<file path="src/rtl/ckdiv_pkg.sv">
// Shared constants and lookup functions for the card clock divider.
// Assumes an 8-entry ratio set and 4-bit source codes.
package ckdiv_pkg;

    localparam int CKD_IDX_W     = 3;
    localparam int CKD_NUM_IDX   = 8;
    localparam int CKD_SHIFT_W   = 4;
    localparam int CKD_MAX_SHIFT = 9;
    localparam int CKD_CODE_W    = 4;
    localparam int CKD_KHZ_W     = 17;

    typedef logic [CKD_IDX_W-1:0]   ckd_idx_t;
    typedef logic [CKD_SHIFT_W-1:0] ckd_shift_t;

    // Divider index to log2 of the ratio; 64 and 256 are absent from the set.
    function automatic ckd_shift_t ckd_idx_to_shift(input ckd_idx_t idx);
        case (idx)
            3'd6:    return 4'd7;
            3'd7:    return 4'd9;
            default: return ckd_shift_t'(idx);
        endcase
    endfunction

    // Source code to frequency in kHz.
    function automatic logic [CKD_KHZ_W-1:0] ckd_code_to_khz(input logic [CKD_CODE_W-1:0] code);
        int v;
        case (code)
            4'd0:    v = 33000;
            4'd1:    v = 10000;
            default: v = (int'(code) * 5 + 10) * 1000;
        endcase
        return CKD_KHZ_W'(v);
    endfunction

    // Only codes 1..7 drive a working source.
    function automatic logic ckd_code_runs(input logic [CKD_CODE_W-1:0] code);
        return (code >= 4'd1) && (code <= 4'd7);
    endfunction

endpackage

</file>
<file path="src/rtl/ckdiv_src_decode.sv">
// Source code decoder: turns the 4-bit source code into a frequency in kHz
// and a running flag. Purely combinational; assumes the code is stable
// relative to the source clock.
module ckdiv_src_decode
    import ckdiv_pkg::*;
#(
    parameter int CODE_W = CKD_CODE_W,
    parameter int KHZ_W  = CKD_KHZ_W
) (
    input  logic [CODE_W-1:0] src_code,
    output logic [KHZ_W-1:0]  src_khz,
    output logic              src_runs
);

    // Look up frequency and running status for the current code.
    always_comb begin
        src_khz  = KHZ_W'(ckd_code_to_khz(CKD_CODE_W'(src_code)));
        src_runs = ckd_code_runs(CKD_CODE_W'(src_code));
    end

endmodule

</file>
<file path="src/rtl/ckdiv_auto_pick.sv">
// Auto ratio picker: compares the requested frequency against the source
// frequency divided by every ratio except the slowest one. It returns the
// first (fastest) index whose divided frequency does not exceed the request,
// or the slowest index if none does. Combinational; the clock is used only
// by the assertions.
module ckdiv_auto_pick
    import ckdiv_pkg::*;
#(
    parameter int FREQ_W  = 20,
    parameter int KHZ_W   = CKD_KHZ_W,
    parameter int NUM_IDX = CKD_NUM_IDX
) (
    input  logic              clk,
    input  logic              rst_n,
    input  logic [KHZ_W-1:0]  src_khz,
    input  logic [FREQ_W-1:0] req_khz,
    output ckd_idx_t          pick_idx
);

    localparam int CMP_W = (FREQ_W > KHZ_W) ? FREQ_W : KHZ_W;
    localparam int NCMP  = NUM_IDX - 1;

    logic [CMP_W-1:0] req_ext;
    logic [CMP_W-1:0] thr [NCMP];
    logic [NCMP-1:0]  hit;

    assign req_ext = CMP_W'(req_khz);

    // One threshold comparator per candidate index.
    for (genvar i = 0; i < NCMP; i++) begin : g_cmp
        localparam ckd_shift_t SH = ckd_idx_to_shift(ckd_idx_t'(i));
        assign thr[i] = CMP_W'(src_khz >> SH);
        assign hit[i] = (req_ext >= thr[i]);
    end

    // Priority select: the lowest qualifying index wins, else the slowest.
    always_comb begin
        pick_idx = ckd_idx_t'(NUM_IDX - 1);
        for (int i = NCMP - 1; i >= 0; i--) begin
            if (hit[i]) pick_idx = ckd_idx_t'(i);
        end
    end

    // the chosen index meets its own threshold.
    p_pick_meets_r6: assert property (@(posedge clk) disable iff (!rst_n)
        (pick_idx != ckd_idx_t'(NUM_IDX - 1)) |->
            (req_ext >= CMP_W'(src_khz >> ckd_idx_to_shift(pick_idx))));

    // the next faster index would not have qualified.
    p_pick_first_r6: assert property (@(posedge clk) disable iff (!rst_n)
        (pick_idx != '0) |->
            (req_ext < CMP_W'(src_khz >> ckd_idx_to_shift(pick_idx - 3'd1))));

endmodule

</file>
<file path="src/rtl/ckdiv_ratio_counter.sv">
// Period counter: emits one tick per divided period. A requested ratio is
// adopted only when arming or at a period boundary, so no period is cut
// short. Stopping the source clears the counter, and re-arming starts
// again from zero.
module ckdiv_ratio_counter
    import ckdiv_pkg::*;
#(
    parameter int MAX_SHIFT = CKD_MAX_SHIFT,
    parameter int SHIFT_W   = CKD_SHIFT_W
) (
    input  logic               clk,
    input  logic               rst_n,
    input  logic               run,
    input  logic [SHIFT_W-1:0] req_shift,
    output logic               tick,
    output logic               active
);

    localparam int CNT_W = MAX_SHIFT;

    logic [CNT_W-1:0]   cnt;
    logic [CNT_W-1:0]   last;
    logic [CNT_W:0]     span;
    logic [SHIFT_W-1:0] cur_shift;
    logic               armed;

    // Final count value of the current period.
    assign span = (CNT_W + 1)'(1) << cur_shift;
    assign last = CNT_W'(span - 1'b1);

    // Count source cycles and reload the ratio at arming and at boundaries.
    always_ff @(posedge clk) begin
        if (!rst_n) begin
            cnt       <= '0;
            cur_shift <= '0;
            armed     <= 1'b0;
        end else if (!run) begin
            cnt   <= '0;
            armed <= 1'b0;
        end else if (!armed) begin
            armed     <= 1'b1;
            cur_shift <= req_shift;
            cnt       <= '0;
        end else if (cnt == last) begin
            cnt       <= '0;
            cur_shift <= req_shift;
        end else begin
            cnt <= cnt + 1'b1;
        end
    end

    // Pulse in the final cycle of each period.
    assign tick   = armed && (cnt == last);
    assign active = armed;

    // the count never runs past the end of its period.
    p_cnt_in_period_r3: assert property (@(posedge clk) disable iff (!rst_n)
        active |-> (cnt <= last));

    // the active ratio stays inside the supported range.
    p_shift_bound_r2: assert property (@(posedge clk) disable iff (!rst_n)
        active |-> (cur_shift <= SHIFT_W'(MAX_SHIFT)));

    // a ratio of one keeps the tick high.
    p_unity_high_r4: assert property (@(posedge clk) disable iff (!rst_n)
        (active && cur_shift == '0) |-> tick);

    // the ratio cannot change except at a boundary.
    p_hold_ratio_r5: assert property (@(posedge clk) disable iff (!rst_n)
        (active && run && cnt != last) |=> $stable(cur_shift));

endmodule

</file>
<file path="src/rtl/ckdiv_card_clk.sv">
// Card clock divider selector (top). It extracts the source code and the
// divider field from their configuration words and selects the ratio from
// either the field or the auto picker. It drives the divided enable and the
// valid flag, and returns the divider word with the auto choice merged in.
// Assumes all inputs are synchronous to clk.
module ckdiv_card_clk
    import ckdiv_pkg::*;
#(
    parameter int FREQ_W  = 20,
    parameter int DIV_LSB = 28,
    parameter int SRC_LSB = 16
) (
    input  logic              clk,
    input  logic              rst_n,
    input  logic [31:0]       src_cfg_word,
    input  logic [31:0]       div_cfg_word,
    input  logic              auto_sel,
    input  logic [FREQ_W-1:0] req_freq_khz,
    output logic              card_clk_en,
    output logic              clk_valid,
    output logic [3:0]        auto_div_idx,
    output logic [31:0]       div_cfg_word_upd
);

    logic [CKD_CODE_W-1:0] src_code;
    logic [3:0]            div_field;
    logic [CKD_KHZ_W-1:0]  src_khz;
    logic                  src_runs;
    ckd_idx_t              pick_idx;
    ckd_idx_t              sel_idx;
    ckd_shift_t            req_shift;

    assign src_code  = src_cfg_word[SRC_LSB +: CKD_CODE_W];
    assign div_field = div_cfg_word[DIV_LSB +: 4];

    ckdiv_src_decode #(
        .CODE_W (CKD_CODE_W),
        .KHZ_W  (CKD_KHZ_W)
    ) u_src (
        .src_code (src_code),
        .src_khz  (src_khz),
        .src_runs (src_runs)
    );

    ckdiv_auto_pick #(
        .FREQ_W  (FREQ_W),
        .KHZ_W   (CKD_KHZ_W),
        .NUM_IDX (CKD_NUM_IDX)
    ) u_pick (
        .clk      (clk),
        .rst_n    (rst_n),
        .src_khz  (src_khz),
        .req_khz  (req_freq_khz),
        .pick_idx (pick_idx)
    );

    // Choose the index source; the top field bit plays no part in the ratio.
    always_comb begin
        sel_idx   = auto_sel ? pick_idx : div_field[CKD_IDX_W-1:0];
        req_shift = ckd_idx_to_shift(sel_idx);
    end

    ckdiv_ratio_counter #(
        .MAX_SHIFT (CKD_MAX_SHIFT),
        .SHIFT_W   (CKD_SHIFT_W)
    ) u_cnt (
        .clk       (clk),
        .rst_n     (rst_n),
        .run       (src_runs),
        .req_shift (req_shift),
        .tick      (card_clk_en),
        .active    (clk_valid)
    );

    // Merge the auto choice into the divider word, leaving the other bits as they are.
    always_comb begin
        auto_div_idx                  = {1'b0, pick_idx};
        div_cfg_word_upd              = div_cfg_word;
        div_cfg_word_upd[DIV_LSB +: 4] = auto_div_idx;
    end

    // no enable pulse while the clock is flagged invalid.
    p_quiet_when_off_r1: assert property (@(posedge clk) disable iff (!rst_n)
        !clk_valid |-> !card_clk_en);

    // a stopped source drops the valid flag on the next cycle.
    p_stop_drops_valid_r9: assert property (@(posedge clk) disable iff (!rst_n)
        !src_runs |=> !clk_valid);

endmodule

</file>
<file path="config.mk">
export PLATFORM = sky130hd
export DESIGN_NAME = ckdiv_card_clk
export DESIGN_NICKNAME = d
export VERILOG_FILES = /design/src/rtl/ckdiv_pkg.sv /design/src/rtl/ckdiv_src_decode.sv /design/src/rtl/ckdiv_auto_pick.sv /design/src/rtl/ckdiv_ratio_counter.sv /design/src/rtl/ckdiv_card_clk.sv
export SDC_FILE = /design/constraint.sdc
export NUM_CORES = 1
export LEC_CHECK = 0
export BUFFER_PORTS_ARGS = -buffer_cell sky130_fd_sc_hd__clkbuf_2
export CAP_MARGIN = 20
export CORE_UTILIZATION = 46
export DETAILED_ROUTE_END_ITERATION = 12
export GPL_TIMING_DRIVEN = 0
export PLACE_DENSITY = 0.71
export SETUP_SLACK_MARGIN = 0.5
export SLEW_MARGIN = 40
export SYNTH_ARGS = -nofsm -noshare
export SYNTH_HDL_FRONTEND = slang
export SYNTH_SLANG_ARGS = --single-unit
</file>
<file path="constraint.sdc">
create_clock -name clk -period 12.85 [get_ports clk]
set_input_delay 0.6425 -clock clk [delete_from_list [all_inputs] [get_ports clk]]
set_output_delay 0.6425 -clock clk [all_outputs]
set_load 0.02 [all_outputs]
</file>
==> flow_summary_export.csv, run 1 <==
group,metric,value,unit
cts,tritoncts_clock_tree,"done",
min_path,hold_class,"flip-flop to flip-flop",
global_routing,first_global_vias,4168,
setup_path,timing.critical_path.required,12210,ps
global_routing,antenna_found_initial,0,
route,routed-via-count,4265,
yosys,syn_inst,573,
global_routing,total_grt_overflow,0,
timing,final-hold-violation-count,0,
cts,cts_post_setup_buffers_inserted,0,
setup_path,timing.critical_path.to_type,"primary output",
route,final_antenna_net_count,0,
cts,cts.hold.buffers_added,0,
yosys,combinational_family_with_the_most_area_after_synthesis,"adder cells",
cts,insertion_delay,250,ps
route,route.final.wire_length,10.6,mm
route,route.detailed.wl_per_inst,13.7,um
timing,setup_total_negative_slack,0,ps
cts,cts.sinks,14,
timing,endpoints_failing_setup,0,
route,dr_pass1_iterations,4,
yosys,asyncSetResetFlopFracSynth,0,%
yosys,synth.area.mux_share,1.15,%
global_routing,maximum_number_of_pins_on_one_net_before_global_route_repair,11,
die,initial_core_util,48.2,%
yosys,yosys.area_share.xor_xnor,5.13,%
yosys,number_of_synthesis_warnings,0,
yosys,ys_types,61,
placement,numPortBuffers,65,
timing,clock_skew,8.70,ps
die,io_pins,125,
yosys,synth_sequential_area_ratio,5.87,%
timing,worstMarginPinSlew,810,ps
cts,cts_inserted_buffers,3,
cts,ctsRootBufferMaster,"clkbuf_8",
die,dieArea,10800,um^2
cells_and_area,layout.nets,887,
setup_path,worst-endpoint-arrival,8780,ps
timing,drv_slew,0,
cts,cts.reportedPaths.clkPinSlew,60,ps
setup_path,master_of_the_slowest_instance_on_the_critical_path,"xnor2_1",
setup_path,critical_path_class,"input port to primary output",
die,placementRows,36,
cts,cts_repair_resize_count,0,
route,drt-initial-drc-count,176,
cells_and_area,sequential_cell_area_in_the_final_layout,280,um^2
cells_and_area,fillerInstances,932,
cts,max-clock-path-buffers,2,
yosys,post_synth_most_frequent_cells,"ha_1 (136), inv_1 (57), a21oi_1 (34), buf_4 (34)",
route,detail_route.drc_violations,0,
yosys,yosys.area_share.adder,44.0,%
setup_path,critical-path-top-cell-by-count,"ha_1",
yosys,synth_compound_area_share,17.9,%
die,fp.dieH,104,um
setup_path,worst_setup_path_start_kind,"input port",
yosys,synth_top_cells_by_area,"ha_1 (36%), fa_1 (8.4%), dfxtp_1 (5.9%)",
yosys,synth_top_area_share,35.6,%
yosys,synth.most_common_cell,"ha_1",
timing,achievable-frequency,106,MHz
yosys,synth_top_area_cell,"ha_1",
yosys,register_bit_count_reported_by_yosys,14,
timing,rsz0062_at_grt,"false",
cts,cts_htree_levels,1,
yosys,synthFlopType,"dfxtp_1",
global_routing,grt_pass1_wl,18.5,mm
cells_and_area,multi_input_comb_area,4020,um^2
placement,place.detailed.hpwl,9.19,mm
run,maxCapViolations,0,
yosys,syn-mean-instance-area,8.34,um^2
die,core_area,9910,um^2
cells_and_area,area_growth_syn_to_layout,11.8,%
yosys,post_synth_and_or_nand_nor_area_fraction,15.5,%
timing,final_min_period_over_clock_period,73.4,%
route,route.detailed.vias_per_inst,5.50,
outcome,outcome,"complete, no violations",
yosys,synth.cell_area,4780,um^2
timing,max_slew_margin,45.6,%
timing,layout_min_cycle_time,9430,ps
yosys,synth_enable_flop_cells,0,
die,die_w,104,um
cells_and_area,diodes,0,
setup_path,worstPathMaxFanout,8,
setup_path,critical_path.max_stage_delay,650,ps
global_routing,grt_usage,20.2,%
cells_and_area,drive_above_1_share,19.0,%
placement,gp_congestion,0.826,
routing by layer:
| layer | up-vias | routed length [um] | global-route usage (%) | part of all wire, % |
|---|---|---|---|---|
| met4 | 0 | 114 | 4.90 | 1.1 |
| met1 | 1986 | 4880 | 24.8 | 46 |
| met5 | - | 0 | 0 | 0 |
| met3 | 10 | 414 | 1.25 | 3.9 |
| met2 | 100 | 5240 | 38.0 | 49 |
| li1 | 2169 | - | - | - |
sequential cells by signal (all words and copies together) (netlist names):
register         cells
u_cnt.cnt            9
u_cnt.cur_shift      4
u_cnt.active         1
kinds of logic (layout without fill, tap and decap cells):
| group | after synthesis | in the layout |
|---|---|---|
| and+or+nand+nor | 145 | 145 |
| adders and majority gates | 156 | 156 |
| DFF | 14 | 14 |
| xor gates and xnor gates | 28 | 28 |
| buffers and inverters | 95 | 164 |
| AOI/OAI and AO/OA | 129 | 129 |
| other | 1 | 2 |
| muxes | 5 | 5 |
worst paths after layout:
| kind | from | to | slack [ps] | cells past startpoint |
|---|---|---|---|---|
| max | src_cfg_word[17] | div_cfg_word_upd[30] | 3420 | 31 |
| min | u_cnt.cnt[0]$_SDFF_PP0_ | u_cnt.cnt[0]$_SDFF_PP0_ | 530 | 1 |
| max reg2reg | u_cnt.cur_shift[3]$_SDFFE_PN0P_ | u_cnt.cur_shift[1]$_SDFFE_PN0P_ | 9900 | 12 |
| min reg2reg | u_cnt.cnt[0]$_SDFF_PP0_ | u_cnt.cnt[0]$_SDFF_PP0_ | 530 | 1 |
final cells by class:
type | count | share of cell area (%)
Tap cell | 133 | 3.11
Timing Repair Buffer | 65 | 6.09
Buffer | 38 | 5.27
Clock buffer | 4 | 1.03
Multi-Input combinational cell | 465 | 75.2
Sequential cell | 14 | 5.25
Inverter | 57 | 4.00
placed cells by master (no fill, tap or decap), types with 3 or more instances in the layout:
cell      netlist  layout
nand2_1        33      33
nor2_1         33      33
clkbuf_8        0       4
and3_1          4       4
nand3_1        22      22
nor2b_1         7       7
a21oi_1        34      34
xnor2_1        17      16
fa_1           20      20
clkbuf_2        0      65
and2_1          4       4
o22ai_1         3       3
a21o_1         18      18
nor4_1          3       3
nor3_1          9       9
nand2b_1        8       8
o21ai_1         2       3
buf_4          34      34
a31oi_1         4       3
dfxtp_1        14      14
buf_2           3       3
o21a_1          3       3
ha_1          136     136
o21ai_0        27      26
nand3b_1        3       3
a22oi_1         3       3
inv_1          57      57
o211ai_1        6       6
nand4_1         6       6
mux2i_1         4       4
a211oi_1        7       7
xor2_1         11      11
through the flow:
step                      setup WS, ps  cell area [um^2]  util [%]  cells  hold slack (ps)
after global placement            3400              5270      53.2    772              493
after detailed placement          3210              5270      53.2    772              491
after global routing              2830              5340      53.9    776              553
final                             3420              5340      53.9    776              525
after floorplan                   4500              4780         -    574              464
after CTS                         3200              5330      53.8    776              516
worst max-delay path, delay by kind of cell:
family | cells | cell delay [ps]
buf+inv | 7 | 720
xor+xnor | 1 | 650
fa+ha+maj | 9 | 3540
simple gates | 6 | 1160
compound gates | 8 | 2080
Power of run 1 is left out: the tool's default activity adds up to more than one toggle a clock period on the data nets, which glitch-free logic cannot reach.
==> run 2: changes to the inputs <==
--- a/config.mk
+++ b/config.mk
@@ -5,12 +5,13 @@
 export SDC_FILE = /design/constraint.sdc
 export NUM_CORES = 1
 export LEC_CHECK = 0
+export ABC_AREA = 1
 export BUFFER_PORTS_ARGS = -buffer_cell sky130_fd_sc_hd__clkbuf_2
 export CAP_MARGIN = 20
 export CORE_UTILIZATION = 46
 export DETAILED_ROUTE_END_ITERATION = 12
 export GPL_TIMING_DRIVEN = 0
-export PLACE_DENSITY = 0.71
+export PLACE_DENSITY = 0.73
 export SETUP_SLACK_MARGIN = 0.5
 export SLEW_MARGIN = 40
 export SYNTH_ARGS = -nofsm -noshare
==> constraint.sdc (replaced) <==
create_clock -name clk -period 8.58 [get_ports clk]
set_input_delay 0.429 -clock clk [delete_from_list [all_inputs] [get_ports clk]]
set_output_delay 0.429 -clock clk [all_outputs]
set_load 0.02 [all_outputs]
==> run 2 against run 1 <==
Net effect:
- via count rose by 11%
- flip-flop and latch count is the same
- global-route usage down 0.82 points
- largest cell class unchanged
- utilization up 1.1 points
==> flow_summary_export.csv, run 2 <==
group,metric,value,unit
outcome,outcome,"complete, no violations",
yosys,post_synth_most_frequent_cells,"nand2_1 (150), ha_1 (136), inv_1 (124)",
yosys,synthFlopType,"dfxtp_1",
cts,cts.hold.buffers_added,0,
yosys,asyncSetResetFlopFracSynth,0,%
die,fp.dieH,107,um
yosys,synth_enable_flop_cells,0,
setup_path,rrSetupSlack,6360,ps
global_routing,maximum_number_of_pins_on_one_net_before_global_route_repair,10,
cts,ctsRootBufferMaster,"clkbuf_8",
setup_path,worst-endpoint-arrival,7300,ps
yosys,synth.cell_area,5100,um^2
global_routing,grtUsageMet1,26.7,%
cts,tritoncts_clock_tree,"done",
timing,clock_skew,5.69,ps
cells_and_area,top_register,"u_cnt.cnt",
timing,final-hold-violation-count,0,
yosys,register_bit_count_reported_by_yosys,14,
route,dr_pass1_iterations,5,
global_routing,use_met2,34.4,%
global_routing,grt_pass1_wl,18.5,mm
route,route.final.wire_length,11.2,mm
die,io_pins,125,
cells_and_area,layout.nets,1063,
setup_path,critical_path.max_stage_delay,530,ps
setup_path,worst_setup_path_start_kind,"input port",
setup_path,timing.critical_path.to_type,"primary output",
min_path,hold_class,"input port to flip-flop",
yosys,ys_types,37,
route,route.detailed.vias_per_inst,4.96,
route,final_antenna_net_count,0,
die,core_area,10800,um^2
yosys,combinational_family_with_the_most_area_after_synthesis,"adder cells",
cells_and_area,drive_above_1_share,20.6,%
yosys,syn_inst,739,
run,maxCapViolations,0,
global_routing,met3_track_demand_over_resource_in_global_routing,0.847,%
global_routing,total_grt_overflow,0,
die,placementRows,38,
setup_path,critical_path_class,"input port to primary output",
cells_and_area,layout.cell_area.non_filler,5970,um^2
timing,drv_slew,0,
global_routing,top_usage_layer,"met2",
cells_and_area,largest_register_ffs,9,
placement,dp_area,5610,um^2
timing,endpoints_failing_setup,0,
placement,numPlacedInstances,945,
cells_and_area,area_growth_syn_to_layout,16.9,%
cts,max-clock-path-buffers,2,
yosys,synth_top_area_share,33.3,%
die,initial_core_util,47.1,%
yosys,synth.most_common_cell,"nand2_1",
yosys,yosys.area_share.xor_xnor,4.39,%
yosys,yosys.area_share.adder,41.2,%
timing,final_min_period_over_clock_period,90.1,%
timing,rsz0062_at_grt,"false",
cells_and_area,final_common_cell,"nand2_1",
placement,numPortBuffers,65,
yosys,synth_top_cells_by_area,"ha_1 (33%), nand2_1 (11%), inv_1 (9.1%)",
timing,achievable-frequency,129,MHz
setup_path,worstPathMaxFanout,7,
timing,setup_total_negative_slack,0,ps
placement,place.detailed.hpwl,9.39,mm
yosys,number_of_synthesis_warnings,0,
cts,cts.reportedPaths.clkPinSlew,60,ps
cells_and_area,final_cell_mix,"nand2_1 (149), ha_1 (130), inv_1 (119), nor2_1 (62), clkbuf_2 (62)",
setup_path,crit_startpoint,"src_cfg_word[19]",
cells_and_area,diodes,0,
global_routing,grt_usage,19.4,%
cells_and_area,stdcell_count,959,
setup_path,timing.critical_path.required,8150,ps
timing,worstMarginPinSlew,779,ps
global_routing,antenna_found_initial,0,
setup_path,critPathCapture,"div_cfg_word_upd[28]",
die,dieArea,11500,um^2
cts,cts_inserted_buffers,3,
yosys,post_synth_and_or_nand_nor_area_fraction,25.8,%
route,routed-via-count,4755,
setup_path,worst_reg2reg_path_endpoint,"u_cnt.cur_shift[2]$_SDFFE_PN0P_",
timing,max_slew_margin,47.8,%
cts,cts.sinks,14,
route,route.detailed.wl_per_inst,11.7,um
cts,insertion_delay,250,ps
setup_path,rr_startpoint,"u_cnt.cur_shift[2]$_SDFFE_PN0P_",
placement,gp_congestion,0.825,
yosys,synth_compound_area_share,8.90,%
yosys,synth.area.mux_share,0,%
cts,cts_htree_levels,1,
die,die_w,107,um
cells_and_area,fin_util,55.0,%
setup_path,master_of_the_slowest_instance_on_the_critical_path,"fa_1",
yosys,syn-mean-instance-area,6.90,um^2
yosys,synth_sequential_area_ratio,5.49,%
setup_path,timing.reg2reg.worst_path_depth,14,
route,detail_route.drc_violations,0,
yosys,synth_top_area_cell,"ha_1",
route,drt-initial-drc-count,256,
global_routing,first_global_vias,4202,
timing,layout_min_cycle_time,7730,ps
run 2: cell count changes after synthesis, sizes merged, moves of 11 or more:
cell,before,now
a21o,18,3
a21oi,35,52
inv,57,126
nand2,34,158
nand3,22,34
nand4,6,17
nor2,34,72
o21ai,29,17
run 2: worst min path at each step:
stage,depth (start not counted),startpoint,to,slack [ps]
floorplan,1,u_cnt.cnt[0]$_SDFF_PP0_,u_cnt.cnt[0]$_SDFF_PP0_,440
global placement,1,u_cnt.cnt[0]$_SDFF_PP0_,u_cnt.cnt[0]$_SDFF_PP0_,450
detailed placement,1,u_cnt.cnt[0]$_SDFF_PP0_,u_cnt.cnt[0]$_SDFF_PP0_,470
CTS,3,rst_n,u_cnt.cur_shift[1]$_SDFFE_PN0P_,430
global route,3,rst_n,u_cnt.cur_shift[1]$_SDFFE_PN0P_,450
finish,3,rst_n,u_cnt.cur_shift[1]$_SDFFE_PN0P_,430
run 2: layer usage:
layer  vias up  share of wire (%)
met5         -                  0
met4         0               0.12
met3         2                3.0
met2        85                 47
met1      2130                 50
li1       2538                  -
run 2: layout make-up:
cell class / instances / area, um^2
sequential: 14 / 280
fill: 1061 / 4870
inverter: 126 / 478
timing repair buffer: 75 / 430
clock buffer: 4 / 55.1
buffer: 33 / 248
multi-input combinational: 567 / 4300
tap: 140 / 175
run 2: what timing repair did:
action,CTS,global route
endpoints found under the setup margin,6,10
pin swaps,1,20
gates resized for setup,5,42
buffers inserted,1,9
run 2: cells by family after synthesis:
logic type	count (synthesis)
adders and majority gates	156
and+or+nand+nor	303
DFF	14
other	1
AOI/OAI and AO/OA	82
buffers and inverters	159
xor gates and xnor gates	24
run 2: worst max-delay path: cells and delay by family:
family | cells | cell delay, ps
compound gates | 4 | 520
xor+xnor | 1 | 210
buf+inv | 12 | 1080
simple gates | 12 | 1580
fa+ha+maj | 9 | 3460
run 2: per-stage QoR:
stage	hold WS (ps)	setup WS, ps
finish	428	849
global route	452	427
CTS	428	508
detailed placement	471	248
global placement	453	-28.9
floorplan	437	973
Power of run 2 is left out for the same reason.
==> run 3: changes to the inputs <==
--- a/config.mk
+++ b/config.mk
@@ -12,6 +12,7 @@
 export DETAILED_ROUTE_END_ITERATION = 12
 export GPL_TIMING_DRIVEN = 0
 export PLACE_DENSITY = 0.73
+export RECOVER_POWER = 25
 export SETUP_SLACK_MARGIN = 0.5
 export SLEW_MARGIN = 40
 export SYNTH_ARGS = -nofsm -noshare
==> run 3 against run 2 <==
Net effect:
- flip-flop and latch count did not move
- clock skew about the same
- register-to-register slack is essentially flat
- count of clock-buffer cells in the layout unchanged
- die area is the same
- setup slack lost 3.2 ps
- final cell count unchanged
- sequential share of layout area barely moved
- global-route usage did not move
- final area decreased by 0.25%
- critical endpoint unchanged
- largest cell class unchanged
- highest routed layer unchanged
==> flow_summary_export.csv, run 3 (synthesized netlist as in run 2, its figures left out) <==
group,metric,value,unit
outcome,outcome,"complete, no violations",
timing,endpoints_failing_setup,0,
cells_and_area,largest_register_ffs,9,
cts,cts_htree_levels,1,
placement,gp_congestion,0.825,
route,detail_route.drc_violations,0,
die,io_pins,125,
setup_path,worstPathMaxFanout,7,
route,route.final.wire_length,11.2,mm
die,placementRows,38,
global_routing,grt_pass1_wl,18.5,mm
timing,final_min_period_over_clock_period,90.1,%
cts,cts.reportedPaths.clkPinSlew,60,ps
setup_path,critical_path_class,"input port to primary output",
timing,rsz0062_at_grt,"false",
setup_path,rr_startpoint,"u_cnt.cur_shift[2]$_SDFFE_PN0P_",
timing,max_slew_margin,47.4,%
cells_and_area,layout.nets,1063,
setup_path,timing.critical_path.required,8150,ps
timing,clock_skew,5.55,ps
timing,final-hold-violation-count,0,
cts,cts.hold.buffers_added,0,
cts,cts_inserted_buffers,3,
cts,ctsRootBufferMaster,"clkbuf_8",
min_path,startpoint_of_the_lowest_slack_hold_path,"rst_n",
timing,drv_slew,0,
cells_and_area,top_register,"u_cnt.cnt",
global_routing,antenna_found_initial,0,
route,routed-via-count,4749,
route,dr_pass1_iterations,4,
cells_and_area,diodes,0,
min_path,hold_class,"input port to flip-flop",
cts,insertion_delay,250,ps
setup_path,master_of_the_slowest_instance_on_the_critical_path,"fa_1",
cts,max-clock-path-buffers,2,
global_routing,maximum_number_of_pins_on_one_net_before_global_route_repair,10,
global_routing,first_global_vias,4202,
placement,numPlacedInstances,945,
route,final_antenna_net_count,0,
setup_path,worst-endpoint-arrival,7310,ps
die,fp.dieH,107,um
setup_path,crit_startpoint,"src_cfg_word[19]",
cells_and_area,area_growth_syn_to_layout,16.6,%
cts,tritoncts_clock_tree,"done",
cts,cts.sinks,14,
cells_and_area,final_cell_mix,"nand2_1 (149), ha_1 (130), inv_1 (119), nor2_1 (62), clkbuf_2 (50)",
setup_path,rrSetupSlack,6360,ps
route,drt-initial-drc-count,255,
die,dieArea,11500,um^2
cells_and_area,fin_util,54.9,%
timing,achievable-frequency,129,MHz
global_routing,grt_usage,19.4,%
cells_and_area,drive_above_1_share,19.2,%
route,route.detailed.wl_per_inst,11.7,um
die,die_w,107,um
global_routing,total_grt_overflow,0,
route,route.detailed.vias_per_inst,4.95,
cells_and_area,final_common_cell,"nand2_1",
setup_path,timing.critical_path.to_type,"primary output",
setup_path,critical_path.max_stage_delay,530,ps
placement,place.detailed.hpwl,9.39,mm
timing,layout_min_cycle_time,7730,ps
cells_and_area,stdcell_count,959,
setup_path,worst_setup_path_start_kind,"input port",
placement,numPortBuffers,65,
timing,worstMarginPinSlew,785,ps
die,initial_core_util,47.1,%
die,core_area,10800,um^2
run,maxCapViolations,0,
-- run 3: cell counts in the layout (fill, tap and decap cells not counted) --
Identical to the previous run, type by type.
-- run 3: final cells by class --
type	count	area [um^2]
plain buffers	33	248
clock buffers	4	55.1
fillers	1068	4890
inverters	126	478
multi-input cells	567	4300
flip-flops and latches	14	280
well taps	140	175
repair buffers	75	415
-- run 3: worst paths after layout --
path / cells after the start / endpoint
max: 38 / div_cfg_word_upd[28]
min: 3 / u_cnt.cur_shift[1]$_SDFFE_PN0P_
max reg2reg: 14 / u_cnt.cur_shift[2]$_SDFFE_PN0P_
min reg2reg: 1 / u_cnt.cnt[0]$_SDFF_PP0_
-- run 3: critical path, delay by kind of cell --
kind | cells | cell delay [ps]
fa+ha+maj | 9 | 3460
xor+xnor | 1 | 210
compound gates | 4 | 520
simple gates | 12 | 1580
buf+inv | 12 | 1080
-- run 3: timing repair --
item                                    CTS  global route
endpoints found under the setup margin    6            10
gates resized for setup                   5            42
buffers inserted                          1             9
pin swaps                                 1            20
-- run 3: metrics by stage --
| stage | worst slack [ps] | instance area, um^2 | hold slack [ps] | setup TNS (ps) |
|---|---|---|---|---|
| final | 846 | 5950 | 427 | 0 |
| after global routing | 427 | 5950 | 452 | 0 |
| after CTS | 508 | 5700 | 428 | 0 |
| after detailed placement | 248 | 5610 | 471 | 0 |
| after global placement | -28.9 | 5610 | 453 | -28.9 |
| after floorplan | 973 | 5110 | 437 | 0 |
-- run 3: routing by layer --
metal  GRT usage [%]  up-vias  wire (um)
li1                -     2538          -
met5               0        -          0
met4            1.76        0         19
met3           0.847        3        408
met2            34.4       85       5210
met1            26.7     2123       5570
Power of run 3 is left out for the same reason.
